==> src/rtl/mdau_pkg.sv <==
package mdau_pkg;
  localparam logic [2:0] MODE_MUL_U   = 3'b000;
  localparam logic [2:0] MODE_MUL_S   = 3'b001;
  localparam logic [2:0] MODE_MAC_U   = 3'b010;
  localparam logic [2:0] MODE_MAC_S   = 3'b011;
  localparam logic [2:0] MODE_DIV_IRQ = 3'b100;
  localparam logic [2:0] MODE_DIV_QT  = 3'b110;

  localparam logic [2:0] ADR_CTRL = 3'd0;
  localparam logic [2:0] ADR_OPA  = 3'd1;
  localparam logic [2:0] ADR_OPB  = 3'd2;
  localparam logic [2:0] ADR_RES  = 3'd3;
  localparam logic [2:0] ADR_REM  = 3'd4;

  function automatic logic mode_legal(input logic [2:0] code);
    return (code != 3'b101) && (code != 3'b111);
  endfunction

  function automatic logic mode_is_mac(input logic [2:0] code);
    return code[2:1] == 2'b01;
  endfunction

  function automatic logic mode_is_mul(input logic [2:0] code);
    return code[2:1] == 2'b00;
  endfunction
endpackage

==> src/rtl/mdau_mac.sv <==
module mdau_mac #(
  parameter int OPW = 16
) (
  input  logic [OPW-1:0]   op_a,
  input  logic [OPW-1:0]   op_b,
  input  logic [2*OPW-1:0] acc,
  input  logic             is_signed,
  output logic [2*OPW-1:0] product,
  output logic [2*OPW-1:0] sum,
  output logic             ovf_evt
);
  localparam int PW = 2 * OPW;

  function automatic logic [PW-1:0] widen(input logic [OPW-1:0] v, input logic sg);
    return sg ? {{OPW{v[OPW-1]}}, v} : {{OPW{1'b0}}, v};
  endfunction

  function automatic logic unsigned_carry(input logic [PW:0] wide);
    return wide[PW];
  endfunction

  function automatic logic signed_wrap(input logic [PW-1:0] x, input logic [PW-1:0] y,
                                       input logic [PW-1:0] s);
    return (x[PW-1] == y[PW-1]) && (s[PW-1] != x[PW-1]);
  endfunction

  logic [PW:0] sum_wide;

  always_comb begin
    product  = widen(op_a, is_signed) * widen(op_b, is_signed);
    sum_wide = {1'b0, acc} + {1'b0, product};
    sum      = sum_wide[PW-1:0];
    ovf_evt  = is_signed ? signed_wrap(acc, product, sum) : unsigned_carry(sum_wide);
  end
endmodule

==> src/rtl/mdau_divider.sv <==
module mdau_divider #(
  parameter int DW = 32
) (
  input  logic          clk,
  input  logic          rst_n,
  input  logic          start,
  input  logic [DW-1:0] dividend,
  input  logic [DW-1:0] divisor,
  output logic          busy,
  output logic          fin,
  output logic [DW-1:0] quot,
  output logic [DW-1:0] rem
);
  localparam int CW = $clog2(DW + 1);

  logic [CW-1:0] cnt_q;
  logic [DW-1:0] quot_q, rem_q, dvs_q;
  logic          busy_q;
  logic [DW:0]   shifted, trial;
  logic          fits;

  always_comb begin
    shifted = {rem_q, quot_q[DW-1]};
    trial   = shifted - {1'b0, dvs_q};
    fits    = shifted >= {1'b0, dvs_q};
  end

  assign fin  = busy_q && (cnt_q == CW'(DW));
  assign busy = busy_q;
  assign quot = quot_q;
  assign rem  = rem_q;

  always_ff @(posedge clk or negedge rst_n) begin
    if (!rst_n) begin
      busy_q <= 1'b0;
      cnt_q  <= '0;
      quot_q <= '0;
      rem_q  <= '0;
      dvs_q  <= '0;
    end else if (start) begin
      busy_q <= 1'b1;
      cnt_q  <= '0;
      quot_q <= dividend;
      rem_q  <= '0;
      dvs_q  <= divisor;
    end else if (fin) begin
      busy_q <= 1'b0;
    end else if (busy_q) begin
      rem_q  <= fits ? trial[DW-1:0] : shifted[DW-1:0];
      quot_q <= {quot_q[DW-2:0], fits};
      cnt_q  <= cnt_q + 1'b1;
    end
  end
endmodule

==> src/rtl/muldiv_acc_unit.sv <==
module muldiv_acc_unit
  import mdau_pkg::*;
#(
  parameter int OPW = 16
) (
  input  logic                 clk,
  input  logic                 rst_n,
  input  logic                 wr_en,
  input  logic [2:0]           wr_addr,
  input  logic [2*OPW-1:0]     wr_data,
  input  logic [2:0]           rd_addr,
  output logic [2*OPW-1:0]     rd_data,
  output logic                 div_irq,
  output logic                 acc_ovf,
  output logic                 acc_sign
);
  localparam int DW = 2 * OPW;

  logic [2:0]    mode_q;
  logic          ovf_q, irq_q, irq_en_q;
  logic [DW-1:0] opa_q, opb_q, res_q, rem_q;

  logic          div_busy, div_fin;
  logic [DW-1:0] div_quot, div_rem;
  logic [DW-1:0] mac_product, mac_sum;
  logic          mac_ovf_evt;

  // named events, also observed by the checker
  logic       wr_ok, ctrl_take, div_start, mac_step, mul_load, res_wr;
  logic       ovf_clr, ovf_set, sign_flag;
  logic [2:0] new_mode;
  logic [7:0] ctrl_byte;

  always_comb begin
    wr_ok     = wr_en && !div_busy;
    new_mode  = {wr_data[7], wr_data[6], wr_data[3]};
    ctrl_take = wr_ok && (wr_addr == ADR_CTRL) && mode_legal(new_mode);
    div_start = ctrl_take && new_mode[2] && wr_data[0];
    mac_step  = wr_ok && (wr_addr == ADR_OPB) && mode_is_mac(mode_q);
    mul_load  = wr_ok && (wr_addr == ADR_OPB) && mode_is_mul(mode_q);
    res_wr    = wr_ok && (wr_addr == ADR_RES);
    ovf_clr   = res_wr || (ctrl_take && (new_mode != mode_q));
    ovf_set   = mac_step && mac_ovf_evt;
    sign_flag = (mode_q == MODE_MAC_S) && res_q[DW-1];
    ctrl_byte = {mode_q[2], mode_q[1], 2'b00, mode_q[0], ovf_q, sign_flag, div_busy};
  end

  mdau_mac #(.OPW(OPW)) u_mac (
    .op_a      (opa_q[OPW-1:0]),
    .op_b      (wr_data[OPW-1:0]),
    .acc       (res_q),
    .is_signed (mode_q[0]),
    .product   (mac_product),
    .sum       (mac_sum),
    .ovf_evt   (mac_ovf_evt)
  );

  mdau_divider #(.DW(DW)) u_div (
    .clk      (clk),
    .rst_n    (rst_n),
    .start    (div_start),
    .dividend (opa_q),
    .divisor  (opb_q),
    .busy     (div_busy),
    .fin      (div_fin),
    .quot     (div_quot),
    .rem      (div_rem)
  );

  always_ff @(posedge clk or negedge rst_n) begin
    if (!rst_n) begin
      mode_q   <= MODE_MUL_U;
      ovf_q    <= 1'b0;
      irq_q    <= 1'b0;
      irq_en_q <= 1'b0;
      opa_q    <= '0;
      opb_q    <= '0;
      res_q    <= '0;
      rem_q    <= '0;
    end else begin
      irq_q <= div_fin && irq_en_q;
      if (ctrl_take) mode_q <= new_mode;
      if (div_start) irq_en_q <= (new_mode == MODE_DIV_IRQ);
      if (wr_ok && (wr_addr == ADR_OPA)) opa_q <= wr_data;
      if (wr_ok && (wr_addr == ADR_OPB)) opb_q <= wr_data;
      if (res_wr)        res_q <= wr_data;
      else if (mul_load) res_q <= mac_product;
      else if (mac_step) res_q <= mac_sum;
      else if (div_fin)  res_q <= div_quot;
      if (div_fin) rem_q <= div_rem;
      if (ovf_clr)      ovf_q <= 1'b0;
      else if (ovf_set) ovf_q <= 1'b1;
    end
  end

  always_comb begin
    case (rd_addr)
      ADR_CTRL: rd_data = {{(DW-8){1'b0}}, ctrl_byte};
      ADR_OPA:  rd_data = opa_q;
      ADR_OPB:  rd_data = opb_q;
      ADR_RES:  rd_data = res_q;
      ADR_REM:  rd_data = rem_q;
      default:  rd_data = '0;
    endcase
  end

  assign div_irq  = irq_q;
  assign acc_ovf  = ovf_q;
  assign acc_sign = sign_flag;
endmodule

==> config.mk <==
export PLATFORM = sky130hd
export DESIGN_NAME = muldiv_acc_unit
export DESIGN_NICKNAME = d
export VERILOG_FILES = /design/src/rtl/mdau_pkg.sv /design/src/rtl/mdau_mac.sv /design/src/rtl/mdau_divider.sv /design/src/rtl/muldiv_acc_unit.sv
export SDC_FILE = /design/constraint.sdc
export NUM_CORES = 2
export LEC_CHECK = 0
export BUFFER_PORTS_ARGS = -buffer_cell sky130_fd_sc_hd__clkbuf_2
export CAP_MARGIN = 30
export CORE_MARGIN = 4
export CORE_UTILIZATION = 60
export DETAILED_ROUTE_END_ITERATION = 7
export GPL_TIMING_DRIVEN = 0
export PLACE_DENSITY = 0.74
export SLEW_MARGIN = 20
export SYNTH_ARGS = -nofsm -noshare
export SYNTH_HDL_FRONTEND = slang
export SYNTH_SLANG_ARGS = --single-unit
==> constraint.sdc <==
create_clock -name clk -period 10.18 [get_ports clk]
set_input_delay 1.018 -clock clk [delete_from_list [all_inputs] [get_ports clk]]
set_output_delay 1.018 -clock clk [all_outputs]
set_load 0.005 [all_outputs]
==> metrics.cfg <==
[die]
ios=76
rows=77
initial_core_util_pct=60.60
die_area_um2=48010
coreArea_um2=44120
die_w_um=219.1
die_y_um=219.1

[synth]
ys.flop_type=dfrtp_1
synth.most_common_cell=nand2_1
synth_top_cell_by_area=fa_1
ys_warn_count=0
synth_seq_cells=237
ys_async_sr_fraction_pct=100.0
synth_top_cells_by_area=fa_1, dfrtp_1, ha_1
ys_seq_area_share_pct=22.18
syn_area_um2=26740
synthTopCellsByCount=nand2_1, inv_1, fa_1
synth_top_area_share_pct=26.05
ys_types=71
synthesis.nets=3481
synth_edf_count=0
avgSynthCellArea_um2=9.196
syn_inst=2908

[setup_path]
crit_type=reg2reg
crit_slowest_cell=clkbuf_1
path_max_fanout=10
worst_setup_path_end_kind=flop
crit_buf_inv=7
cpMostUsedCell=fa_1
cp_top_family=adder cells
cp.arrival_ns=10.39
cp_slowest_stage_delay_ns=0.70
required_ns=10.64
startpoint_type=flop

[global_routing]
grt_antenna_before_repair=4
grtUsageTotal_pct=37.38
grt_pass1_vias=23254
grt_max_degree=94
grt.overflow.total=0
grt_pass1_wl_mm=136.5

[drt]
routed-via-count=22458
post_drt_wl_per_cell_um=24.35
drc=0
wirelength_mm=88.01
viasPerCell=6.212
ant_nets=0
drt-initial-drc-count=2324
first_pass_iters=6

[place]
place_area_um2=27870
place_congestion=0.9948
place.port_buffers=62
hpwl_mm=71.27

[sta]
worstMarginPinSlew_ns=1.078
report.final.hold_viol_count=0
finalMaxSlewViolations=0
fin_skew_ns=0.03368
maxSlewHeadroom_pct=28.16
hold_ws_ns=0.4461
rsz0062_at_grt=false
fin_crit_ns=9.935
setup_violations=0
fmax_mhz=100.7
fin_crit_sh_pct=97.59

[final_layout]
drive_gt1_share_pct=6.693
nNetsFinal=3572
areaGrowthSynthToFinish_pct=7.711
fillers=3778
postLayoutCellArea_um2=28800

[outcome]
status=completed

[clock_tree]
clock_path_buffers=3
root_buffer=clkbuf_16
clk_latency_ns=0.57
cts_sinks=237
cts_tree=built
clkTransAtPathRegs_ns=0.06
cts_buffers=26
htreeDepth=1

[hold_path]
hold_path_class=in2async

[job]
drv_cap=0

[state kept, by name (all words and copies together), names as in the netlist]
name,flops
acc_ovf,1
div_irq,1
irq_en_q,1
mode_q,3
opa_q,32
opb_q,32
rem_q,32
res_q,32
u_div.busy,1
u_div.cnt_q,6
u_div.dvs_q,32
u_div.quot,32
u_div.rem,32
[cell type report]
| cell class | instances | area, um^2 | area share [%] |
|---|---|---|---|
| tap | 592 | 740.7 | 2.572 |
| multi-input combinational | 2136 | 18840 | 65.42 |
| sequential | 237 | 5931 | 20.59 |
| antenna | 5 | 12.51 | 0.04344 |
| clock inverter | 12 | 130.1 | 0.4518 |
| clock buffer | 35 | 754.5 | 2.619 |
| buffer | 151 | 579.3 | 2.011 |
| inverter | 383 | 1438 | 4.991 |
| timing repair buffer | 64 | 374.1 | 1.299 |
[stage by stage]
step	setup slack (ns)	cells	setup TNS (ns)	utilization (%)
2_1_floorplan	1.174	2908	0	-
3_3_place_gp	-0.3922	3562	-1.494	62.98
3_5_place_dp	-0.4746	3564	-1.890	63.15
4_1_cts	0.06905	3611	0	65.18
5_1_grt	0.01560	3611	0	65.25
6_report	0.2453	3615	0	65.28
[cells by family after synthesis]
kind of cell	share of synthesized area (%)
AOI/OAI and AO/OA	13.01
buffers and inverters	7.543
xor gates and xnor gates	3.668
adders and majority gates	34.66
muxes	4.071
DFF	22.18
and+or+nand+nor	14.87
[final timing paths]
check                          start  cells after the start       endpoint  slack, ns
setup / recovery            opa_q[0]                     31      res_q[30]       0.25
hold / removal                 rst_n                      1  u_div.rem[21]       0.45
setup reg to reg            opa_q[0]                     31      res_q[30]       0.25
hold reg to reg            rem_q[21]                      2      rem_q[21]       0.48
max in group asynchronous      rst_n                      2      opb_q[15]       8.78
min in group clk           rem_q[21]                      2      rem_q[21]       0.48
[placed cells by master (no fill, tap or decap), types with 21 or more instances in the layout]
cell / instances
mux2i_1: 30
nand3_1: 36
nand2_1: 464
a22oi_1: 87
clkbuf_1: 127
a21o_1: 44
clkbuf_16: 26
clkbuf_2: 64
mux2_2: 70
a21oi_1: 117
inv_1: 383
dfrtp_1: 237
o21ai_1: 23
and3_1: 21
o21ai_0: 110
nor3_1: 23
xnor2_1: 82
xor2_1: 29
ha_1: 184
nor2_1: 82
and2_1: 170
fa_1: 348
[repair_timing]
action,4_1_cts,5_1_grt
hold buffers,0,0
gates resized for setup,3,10
setup buffers,0,0
pin swaps,0,0
setup endpoints to repair,5,7
[worst reg2reg max path: cells and delay by family, from the launching register on]
family                     cells  cell delay, ns
and+or+nand+nor                5            0.79
DFF                            1            0.47
AOI/OAI and AO/OA              8            2.30
adders and majority gates     10            4.19
xor gates and xnor gates       1            0.51
buffers and inverters          7            1.56
[metal layers]
layer | share of wire (%) | track usage, %
met1 | 39 | 51.09
met2 | 45 | 58.76
met3 | 9.6 | 6.245
met4 | 5.9 | 17.63
met5 | 0 | 0
Power is left out: the tool's default activity adds up to more than one toggle a clock period on the data nets, which glitch-free logic cannot reach.
